$ cat src/rtl/pwrmode_watchdog_pkg.sv
`timescale 1ns/1ps
package pwrmode_watchdog_pkg;

  typedef enum logic [1:0] {
    WDOG_OFF     = 2'b00,
    WDOG_GATED   = 2'b01,
    WDOG_ALWAYS  = 2'b10,
    WDOG_OFF_ALT = 2'b11
  } wdogMode_e;

  typedef enum logic [1:0] {
    PM_NORMAL = 2'b00,
    PM_SLOW   = 2'b01,
    PM_GREEN  = 2'b10,
    PM_SLEEP  = 2'b11
  } pwrMode_e;

  // Strobes from control to datapath
  typedef struct packed {
    logic clr;   // kick: force counter to zero
    logic inc;   // advance by one
    logic wrap;  // terminal event: reload and fire
  } cntCmd_t;

endpackage

$ cat src/rtl/pwrmode_watchdog_ctrl.sv
`timescale 1ns/1ps
module pwrmode_watchdog_ctrl
  import pwrmode_watchdog_pkg::*;
(
  input  logic      clk,
  input  logic      rstN,
  input  logic [1:0] cfgMode,
  input  logic [1:0] pwrMode,
  input  logic      sleepReq,
  input  logic      kick,
  input  logic      tick,
  input  logic      atTerm,
  output cntCmd_t   cmd,
  output logic      sleepGrant,
  output wdogMode_e modeQ
);

  logic runOk;
  logic advance;
  pwrMode_e pm;

  // Option capture: tracks cfgMode while reset is held
  always_ff @(posedge clk) begin
    if (!rstN) modeQ <= wdogMode_e'(cfgMode);
  end

  assign pm = pwrMode_e'(pwrMode);

  // Per-mode run permission
  always_comb begin
    unique case (modeQ)
      WDOG_ALWAYS: runOk = 1'b1;
      WDOG_GATED:  runOk = (pm == PM_NORMAL) || (pm == PM_SLOW);
      default:     runOk = 1'b0;
    endcase
  end

  // Kick outranks everything; tick paces advance
  assign advance  = runOk && tick && !kick;
  assign cmd.clr  = kick;
  assign cmd.wrap = advance && atTerm;
  assign cmd.inc  = advance && !atTerm;

  // Sleep filter
  assign sleepGrant = (modeQ == WDOG_ALWAYS) ? 1'b0 : sleepReq;

endmodule

$ cat src/rtl/pwrmode_watchdog_cnt.sv
`timescale 1ns/1ps
module pwrmode_watchdog_cnt
  import pwrmode_watchdog_pkg::*;
#(
  parameter int unsigned CNT_W    = 16,
  parameter int unsigned TERM_VAL = (1 << CNT_W) - 1
) (
  input  logic             clk,
  input  logic             rstN,
  input  cntCmd_t          cmd,
  output logic             atTerm,
  output logic             firePulse,
  output logic [CNT_W-1:0] cntVal
);

  localparam logic [CNT_W-1:0] TERM_C = TERM_VAL[CNT_W-1:0];
  localparam logic [CNT_W-1:0] ONE_C  = CNT_W'(1);

  assign atTerm = (cntVal == TERM_C);

  always_ff @(posedge clk) begin
    if (!rstN) begin
      cntVal    <= '0;
      firePulse <= 1'b0;
    end else begin
      firePulse <= cmd.wrap;
      if (cmd.clr || cmd.wrap) cntVal <= '0;
      else if (cmd.inc)        cntVal <= cntVal + ONE_C;
    end
  end

endmodule

$ cat src/rtl/pwrmode_watchdog.sv
`timescale 1ns/1ps
module pwrmode_watchdog
  import pwrmode_watchdog_pkg::*;
#(
  parameter int unsigned CNT_W    = 16,
  parameter int unsigned TERM_VAL = (1 << CNT_W) - 1
) (
  input  logic       clk,
  input  logic       rstN,
  input  logic [1:0] cfgMode,
  input  logic [1:0] pwrMode,
  input  logic       sleepReq,
  input  logic       kick,
  input  logic       tick,
  output logic       wdtRst,
  output logic       sleepGrant
);

  cntCmd_t          cmd;
  logic             atTerm;
  wdogMode_e        modeQ;
  logic [CNT_W-1:0] cntVal;

  pwrmode_watchdog_ctrl u_ctrl (
    .clk(clk), .rstN(rstN), .cfgMode(cfgMode), .pwrMode(pwrMode),
    .sleepReq(sleepReq), .kick(kick), .tick(tick), .atTerm(atTerm),
    .cmd(cmd), .sleepGrant(sleepGrant), .modeQ(modeQ)
  );

  pwrmode_watchdog_cnt #(.CNT_W(CNT_W), .TERM_VAL(TERM_VAL)) u_cnt (
    .clk(clk), .rstN(rstN), .cmd(cmd), .atTerm(atTerm),
    .firePulse(wdtRst), .cntVal(cntVal)
  );

endmodule

$ cat config.mk
export PLATFORM = sky130hd
export DESIGN_NAME = pwrmode_watchdog
export DESIGN_NICKNAME = d
export VERILOG_FILES = /design/src/rtl/pwrmode_watchdog_pkg.sv /design/src/rtl/pwrmode_watchdog_ctrl.sv /design/src/rtl/pwrmode_watchdog_cnt.sv /design/src/rtl/pwrmode_watchdog.sv
export SDC_FILE = /design/constraint.sdc
export NUM_CORES = 1
export LEC_CHECK = 0
export BUFFER_PORTS_ARGS = -buffer_cell sky130_fd_sc_hd__buf_2
export CAP_MARGIN = 40
export CORE_ASPECT_RATIO = 0.8
export CORE_MARGIN = 10
export CORE_UTILIZATION = 56
export CTS_CLUSTER_SIZE = 14
export DETAILED_ROUTE_END_ITERATION = 8
export GPL_TIMING_DRIVEN = 0
export PLACE_DENSITY = 0.76
export SLEW_MARGIN = 20
export SYNTH_ARGS = -nofsm -noshare
export SYNTH_HDL_FRONTEND = slang
export SYNTH_SLANG_ARGS = --single-unit
$ cat constraint.sdc
create_clock -name clk -period 2.59 [get_ports clk]
set_input_delay 0.518 -clock clk [delete_from_list [all_inputs] [get_ports clk]]
set_output_delay 0.518 -clock clk [all_outputs]
set_load 0.01 [all_outputs]
* Word-level counts from Yosys, hierarchy flattened
Cells that the tools add are included.
W data, S select, Z words.
** Storage, ports and cells
- Register bits :: 19
- Bits of input ports :: 9
- Output and inout port bits :: 2
** Cells by class
- Multiplexer cells :: 2
- Reductions and logical operators :: 10
- Equal/unequal tests :: 4
- Add/sub/neg operators :: 1
- Bitwise operators :: 1
** Operator list (number)
- $add A16 B1 Y16 const B :: 1
- $eq A16 B16 Y1 const B :: 1
- $eq A2 B1 Y1 const B :: 2
- $logic_and A1 B1 Y1 :: 4
- $eq A2 B2 Y1 const B :: 1
- $logic_not A1 Y1 :: 2
- $logic_not A2 Y1 :: 1
- $logic_or A1 B1 Y1 :: 2
- $pmux W1 S2 :: 1
- $reduce_or A2 Y1 :: 1
- $mux W1 :: 1
- $not A1 Y1 :: 1

* Longest topological paths before layout
Gate-level depths: netlist (run 1).
- Depth after elaboration :: 8
- Gate-level depth with buffers :: 7
- Mapped depth without buffers :: 6

* Hierarchy
Synthesis (run 1) repeated with hierarchy kept, for this count alone.
** Unflattened totals
- Cell total of the unflattened synthesis :: 101
- Area total of the unflattened synthesis :: 930.9 sq um
** By module, submodules not included
- pwrmode_watchdog_cnt :: cells an instance 87, area an instance 777.0 sq um, instances 1
- pwrmode_watchdog_ctrl :: cells an instance 14, area an instance 153.9 sq um, instances 1

* Least setup slack after synthesis (run 1)
No wires, ideal clock.
- Path kind :: register to register
- Start point :: reg u_ctrl.modeQ[0]
- End point :: reg u_cnt.cntVal[10]
- Arrival time :: 1.753 ns
- Stages on the path, launching flop included :: 7
- Required time :: 2.520 ns
- Setup time :: 0.070 ns
- Setup slack :: 0.766 ns
- Period minus slack after synthesis :: 1.824 ns
- Buffers on the path :: 0
- Cells stage by stage :: edfxtp_1 -> inv_1 -> ha_1 -> nor3b_4 -> o211ai_2 -> or4_1 -> a21oi_1
** On the way
- Cells in the longest elaborated chain, start to end :: 7
** Ends and longest elaborated chain
- start, declared :: line pwrmode_watchdog_ctrl.sv:15 : output wdogMode_e modeQ
- start signal, assigned :: line pwrmode_watchdog_ctrl.sv:24 : if (!rstN) modeQ <= wdogMode_e'(cfgMode);
- $eq A2 B1 Y1 or $eq A2 B2 Y1 (tied branches) :: line pwrmode_watchdog_ctrl.sv:31 : unique case (modeQ)
- $pmux W1 S2 (*) :: line pwrmode_watchdog_ctrl.sv:31
- $logic_and A1 B1 Y1 (*) (2 in series) :: line pwrmode_watchdog_ctrl.sv:39 : assign advance = runOk && tick && !kick;
- $logic_and A1 B1 Y1 :: line pwrmode_watchdog_ctrl.sv:41 : assign cmd.wrap = advance && atTerm;
- $logic_or A1 B1 Y1 :: line pwrmode_watchdog_cnt.sv:27 : if (cmd.clr || cmd.wrap) cntVal <= '0;
- $reduce_or A2 Y1 (no source line)
- end signal, assigned :: line pwrmode_watchdog_cnt.sv:28 : else if (cmd.inc) cntVal <= cntVal + ONE_C;
- end, declared :: line pwrmode_watchdog_cnt.sv:13 : output logic [CNT_W-1:0] cntVal
Mark *: on every way between the ends. The rest lies on a longest branch, timed or not.
A chain may end at the register's enable or synchronous reset.

* Worst setup path after layout (run 1)
- Start point :: reg u_ctrl.modeQ[0]
- End point :: reg u_cnt.cntVal[15]
The elaborated chain is that of the path after synthesis.

==> results of run 1 <==
per-layer routing:
metal | vias up | part of all wire [%]
li1 | 466 | -
met1 | 419 | 48
met2 | 45 | 41
met3 | 8 | 9.3
met4 | 0 | 1.6
met5 | - | 0
stage by stage:
step / utilization (%) / cell area [um2] / instances
global placement: 64.6 / 1070 / 147
detailed placement: 64.6 / 1070 / 147
finish: 66.1 / 1100 / 151
global route: 66.1 / 1100 / 151
CTS: 66.1 / 1100 / 151
floorplan: - / 998 / 116
worst max-delay path by stage:
stage	from	slack, ps	cells after the start	end
floorplan	u_ctrl.modeQ[0]$_DFFE_PN_	770	6	u_cnt.cntVal[10]$_SDFFE_PP0P_
global placement	u_ctrl.modeQ[0]$_DFFE_PN_	620	7	u_cnt.cntVal[15]$_SDFFE_PP0P_
detailed placement	u_ctrl.modeQ[0]$_DFFE_PN_	600	7	u_cnt.cntVal[10]$_SDFFE_PP0P_
CTS	u_ctrl.modeQ[0]$_DFFE_PN_	580	7	u_cnt.cntVal[10]$_SDFFE_PP0P_
global route	u_ctrl.modeQ[0]$_DFFE_PN_	400	7	u_cnt.cntVal[10]$_SDFFE_PP0P_
finish	u_ctrl.modeQ[0]$_DFFE_PN_	580	7	u_cnt.cntVal[15]$_SDFFE_PP0P_
synth_stat cells, types with 3 or more instances:
| cell type | n |
|---|---|
| dfxtp_1 | 17 |
| nand2_1 | 13 |
| a21oi_1 | 12 |
| nand3_1 | 6 |
| or3_1 | 6 |
| nor2_1 | 5 |
| and4_1 | 4 |
| ha_1 | 3 |
| inv_1 | 3 |
| nand4_1 | 3 |
| o211ai_1 | 3 |
| o21ai_1 | 3 |
| o22ai_1 | 3 |
| o31ai_1 | 3 |
| or4_1 | 3 |
power breakdown:
part           internal, mW  leakage (nW)  switching, mW
clock network        0.0601        0.0150         0.0914
registers             0.300         0.156        0.00176
logic                0.0127         0.210         0.0198
kinds of logic (layout without fill, tap and decap cells):
logic type | Yosys count | in the layout | share of synthesized area (%)
buf+inv | 7 | 20 | 2.88
compound gates | 33 | 33 | 21.6
flops | 19 | 19 | 40.1
fa+ha+maj | 3 | 3 | 3.76
xor+xnor | 3 | 3 | 2.63
simple gates | 51 | 51 | 29.1
sequential cells by signal, indices dropped and copies added (netlist names):
name and flops:
u_ctrl.modeQ 2, u_cnt.firePulse 1, u_cnt.cntVal 16
final cells by class:
cell class	instances	area, um2
flip-flops and latches	19	400
inverters	3	11.3
plain buffers	4	17.5
fillers	150	562
multi-input cells	90	569
well taps	22	27.5
clock buffers	4	26.3
repair buffers	9	45.0
worst max-delay path, stage by stage, from the launching register on:
cell and delay (ps):
edfxtp_1 380, inv_1 50, ha_1 320, nor3b_4 300, o211ai_2 200, clkbuf_1 260
o31ai_1 280, a21oi_1 90
==> results_dict.tcl, run 1 <==
set metrics [dict create \
    skew_ps 9.27 \
    drive_gt1_share_pct 12.4 \
    setup_slack_ps 580 \
    die_w_um 67.2 \
    worst_ep_required_time_ps 2770 \
    core-area_um2 1660 \
    gr-total-overflow 0 \
    start_kind "flip-flop" \
    min_to "u_ctrl.modeQ[0]$_DFFE_PN_" \
    tns_ps 0 \
    crit_path_end_kind "flip-flop" \
    io_pins 11 \
    portBuffers 9 \
    path_max_fanout 10 \
    cts_hold_buf 0 \
    drc_errors 0 \
    leakagePower_nw 0.382 \
    postRouteAntennaNets 0 \
    synth-async-reset-ratio_pct 0 \
    ys_ff_latch 19 \
    path_clk_slew_ps 110 \
    gp_congestion 0.825 \
    holdPathStages 1 \
    drt-initial-drc-count 53 \
    h-tree-depth 1 \
    maxSlewViolCount 0 \
    ys_warn_count 0 \
    use_met1_pct 14.5 \
    start_util_pct 60.2 \
    dp_hpwl_mm 1.60 \
    drt_pre_antenna_iters 4 \
    place_ws_ps 597 \
    finalSetupViolCount 0 \
    max_freq_mhz 497 \
    timing.rr.start "u_ctrl.modeQ[0]$_DFFE_PN_" \
    grt_pass1_wl_mm 3.48 \
    grt_use_met3_pct 4.03 \
    hold_viol 0 \
    syn_inst 116 \
    routed_via_density 6.21 \
    clock_path_buffers 2 \
    seq_area_frac_synth_pct 40.1 \
    tritoncts "built" \
    antenna_found_initial 0 \
    routed_wl_mm 2.11 \
    layout_min_cycle_time_ps 2010 \
    powerDensity_nw_per_um2 443 \
    status "complete, no violations" \
    dieHeight_um 57.8 \
    synth_cell_types 36 \
    num_antenna_cells 0 \
    dieArea_um2 3880 \
    synth_top_area_share_pct 34.1 \
    finalPower_uw 486 \
    hp-class "input pin to flip-flop" \
    timing.slew.headroom_pct 70.2 \
    critical_path_class "flip-flop to flip-flop" \
    syn_nets 128 \
    postCtsSetupRepairBufs 0 \
    post_drt_wl_per_cell_um 14.0 \
    r2r-end "u_cnt.cntVal[15]$_SDFFE_PP0P_" \
    hold_ws_ps 378 \
    rr_worst_depth 7 \
    gr-usage-all-layers_pct 11.2 \
    reg2reg_slack_ps 580 \
    insertion_delay_ps 300 \
    routed-via-count 938 \
    ir_drop_uv 377 \
    cts_resized 0 \
    areaGrowthSynthToFinish_pct 9.90 \
    min_period_over_period_pct 77.6 \
    netlist_area_um2 998 \
    worst_slew_pin_slew_ps 446 \
    cts_sinks 19 \
    synthTopCellsByArea "dfxtp_1 34%, a21oi_1 6.0%, edfxtp_1 6.0%" \
    synth_edf_count 2 \
    arrival_ps 2190 \
    hp-start "cfgMode[0]" \
    num_rows 13 \
    grt_util_met2_pct 16.6 \
    rsz0062_at_grt "no" \
    grt_max_degree 11 \
    grt_pass1_vias 837 \
    final_nets 142 \
    busiest_layer "met2" \
    synth_area_per_cell_um2 8.61 \
    synthFlopType "dfxtp_1" \
    cap_violations 0 \
    cts_buffers 3 \
    yosysTopAreaCell "dfxtp_1" \
    final_cell_mix "17 x dfxtp_1, 13 x nand2_1, 12 x a21oi_1, 11 x buf_2" \
    final_common_cell "dfxtp_1" \
    cts_root_buffer "clkbuf_4" \
]
No activity file was read; power rests on OpenSTA's default activity.
==> run 2, diff against run 1 <==
--- a/config.mk
+++ b/config.mk
@@ -9,11 +9,11 @@
 export CAP_MARGIN = 40
 export CORE_ASPECT_RATIO = 0.8
 export CORE_MARGIN = 10
-export CORE_UTILIZATION = 56
+export CORE_UTILIZATION = 50
 export CTS_CLUSTER_SIZE = 14
 export DETAILED_ROUTE_END_ITERATION = 8
 export GPL_TIMING_DRIVEN = 0
-export PLACE_DENSITY = 0.76
+export PLACE_DENSITY = 0.71
 export SLEW_MARGIN = 20
 export SYNTH_ARGS = -nofsm -noshare
 export SYNTH_HDL_FRONTEND = slang
==> constraint.sdc (replaced) <==
create_clock -name clk -period 1.7 [get_ports clk]
set_input_delay 0.34 -clock clk [delete_from_list [all_inputs] [get_ports clk]]
set_output_delay 0.34 -clock clk [all_outputs]
set_load 0.01 [all_outputs]
==> results_dict.tcl, run 2 (same netlist as run 1, synthesis figures left out) <==
set metrics [dict create \
    grt_pass1_vias 944 \
    n_fill_cell 157 \
    max_freq_mhz 551 \
    grt_max_degree 11 \
    timing.slew.headroom_pct 66.7 \
    setup_slack_ps -116 \
    drt-initial-drc-count 46 \
    gr-usage-all-layers_pct 11.7 \
    post_drt_wl_per_cell_um 15.7 \
    cts_sinks 19 \
    final_nets 148 \
    critical_path_class "flip-flop to flip-flop" \
    tritoncts "built" \
    clock_path_buffers 2 \
    postRouteAntennaNets 0 \
    cpMaxStageDelayCell "or4_1" \
    areaGrowthSynthToFinish_pct 22.7 \
    core-area_um2 1890 \
    hold_viol 0 \
    grt_pass1_wl_mm 4.14 \
    final_cell_mix "16 x dfxtp_1, 13 x nand2_1, 11 x buf_2, 9 x a21oi_1" \
    insertion_delay_ps 310 \
    antenna_found_initial 0 \
    rsz0062_at_grt "yes" \
    min_period_over_period_pct 107 \
    maxSlewViolCount 0 \
    powerDensity_nw_per_um2 629 \
    dieHeight_um 60.0 \
    drt_pre_antenna_iters 5 \
    final_common_cell "dfxtp_1" \
    path_clk_slew_ps 110 \
    finalSetupViolCount 7 \
    start_kind "flip-flop" \
    hp-class "input pin to flip-flop" \
    crit_path_max_incr_delay_ps 470 \
    largest_register_ff_count 16 \
    routed_via_density 6.20 \
    ir_drop_uv 502 \
    design_area_um2 1220 \
    drc_errors 0 \
    start_util_pct 52.8 \
    finalPower_uw 771 \
    routed_wl_mm 2.50 \
    top_regs "u_cnt.cntVal (16), u_ctrl.modeQ (2), u_cnt.firePulse (1)" \
    worst_slew_pin_slew_ps 499 \
    io_pins 11 \
    path_cells "inv_2 > ha_4 > nor3b_4 > o211ai_4 > or4_1 > a21oi_2" \
    gp_congestion 0.814 \
    status "finished with violations" \
    leakagePower_nw 0.412 \
    num_rows 14 \
    portBuffers 9 \
    crit_path_end_kind "flip-flop" \
    h-tree-depth 1 \
    failed_checks "setup timing" \
    path_max_fanout 7 \
    dp_hpwl_mm 1.66 \
    gr-total-overflow 0 \
    layout_min_cycle_time_ps 1820 \
    drive_gt1_share_pct 27.4 \
    num_antenna_cells 0 \
    skew_ps 6.68 \
    dieArea_um2 4200 \
    cts_root_buffer "clkbuf_4" \
    top_register "u_cnt.cntVal" \
    cap_violations 0 \
    die_w_um 70.0 \
    cts_buffers 3 \
    arrival_ps 2060 \
    worst_ep_required_time_ps 1940 \
    place_area_um2 1090 \
    routed-via-count 986 \
]
## run 2: what timing repair did
action	4_1_cts	5_1_grt
hold buffers	0	0
buffers inserted	5	0
pin swaps	8	4
endpoints found under the setup margin	15	15
resized for setup	6	10
cloned	1	0
## run 2: worst paths after layout
path	start	end	slack, ps	cells after the start
worst max register to register	u_ctrl.modeQ[0]$_DFFE_PN_	u_cnt.cntVal[10]$_SDFFE_PP0P_	-120	6
worst min register to register	u_cnt.cntVal[14]$_SDFFE_PP0P_	u_cnt.cntVal[14]$_SDFFE_PP0P_	490	2
worst max-delay path	u_ctrl.modeQ[0]$_DFFE_PN_	u_cnt.cntVal[10]$_SDFFE_PP0P_	-120	6
worst min-delay path	cfgMode[0]	u_ctrl.modeQ[0]$_DFFE_PN_	200	1
## run 2: cell type report
class	instances	area (um2)	area share, %
inverters	3	11.3	0.919
well taps	24	30.0	2.45
flip-flops and latches	19	402	32.8
repair buffers	15	90.1	7.35
clock buffers	4	26.3	2.15
multi-input cells	90	638	52.1
plain buffers	4	27.5	2.25
## run 2: critical path, delay by kind of cell (launching register included)
kind / cells / cell delay (ps)
adders and majority gates: 1 / 200
DFF: 1 / 420
AOI/OAI and AO/OA: 2 / 310
buffers and inverters: 1 / 90
and+or+nand+nor: 2 / 730
## run 2: metal layers
metal | track usage [%] | up-vias | part of all wire [%]
li1 | - | 477 | -
met3 | 4.30 | 7 | 8.0
met4 | 3.37 | 0 | 2.1
met5 | 0 | - | 0
met2 | 18.3 | 54 | 43
met1 | 14.8 | 448 | 47
## run 2: report_power, final
part	internal (mW)	total [mW]	switching, mW
clock network	0.0916	0.240	0.148
registers	0.457	0.461	0.00376
logic	0.0320	0.0694	0.0375
total	0.581	0.771	0.190
## run 2: stage by stage
stage,hold slack (ps),instances,setup slack [ps],TNS [ps],util (%)
detailed placement,463,149,-209,-1430,57.5
global route,189,159,-197,-1420,64.7
CTS,197,159,-61.6,-309,62.6
finish,197,159,-116,-358,64.7
global placement,460,149,-163,-982,57.5
floorplan,437,116,9.01,0,-
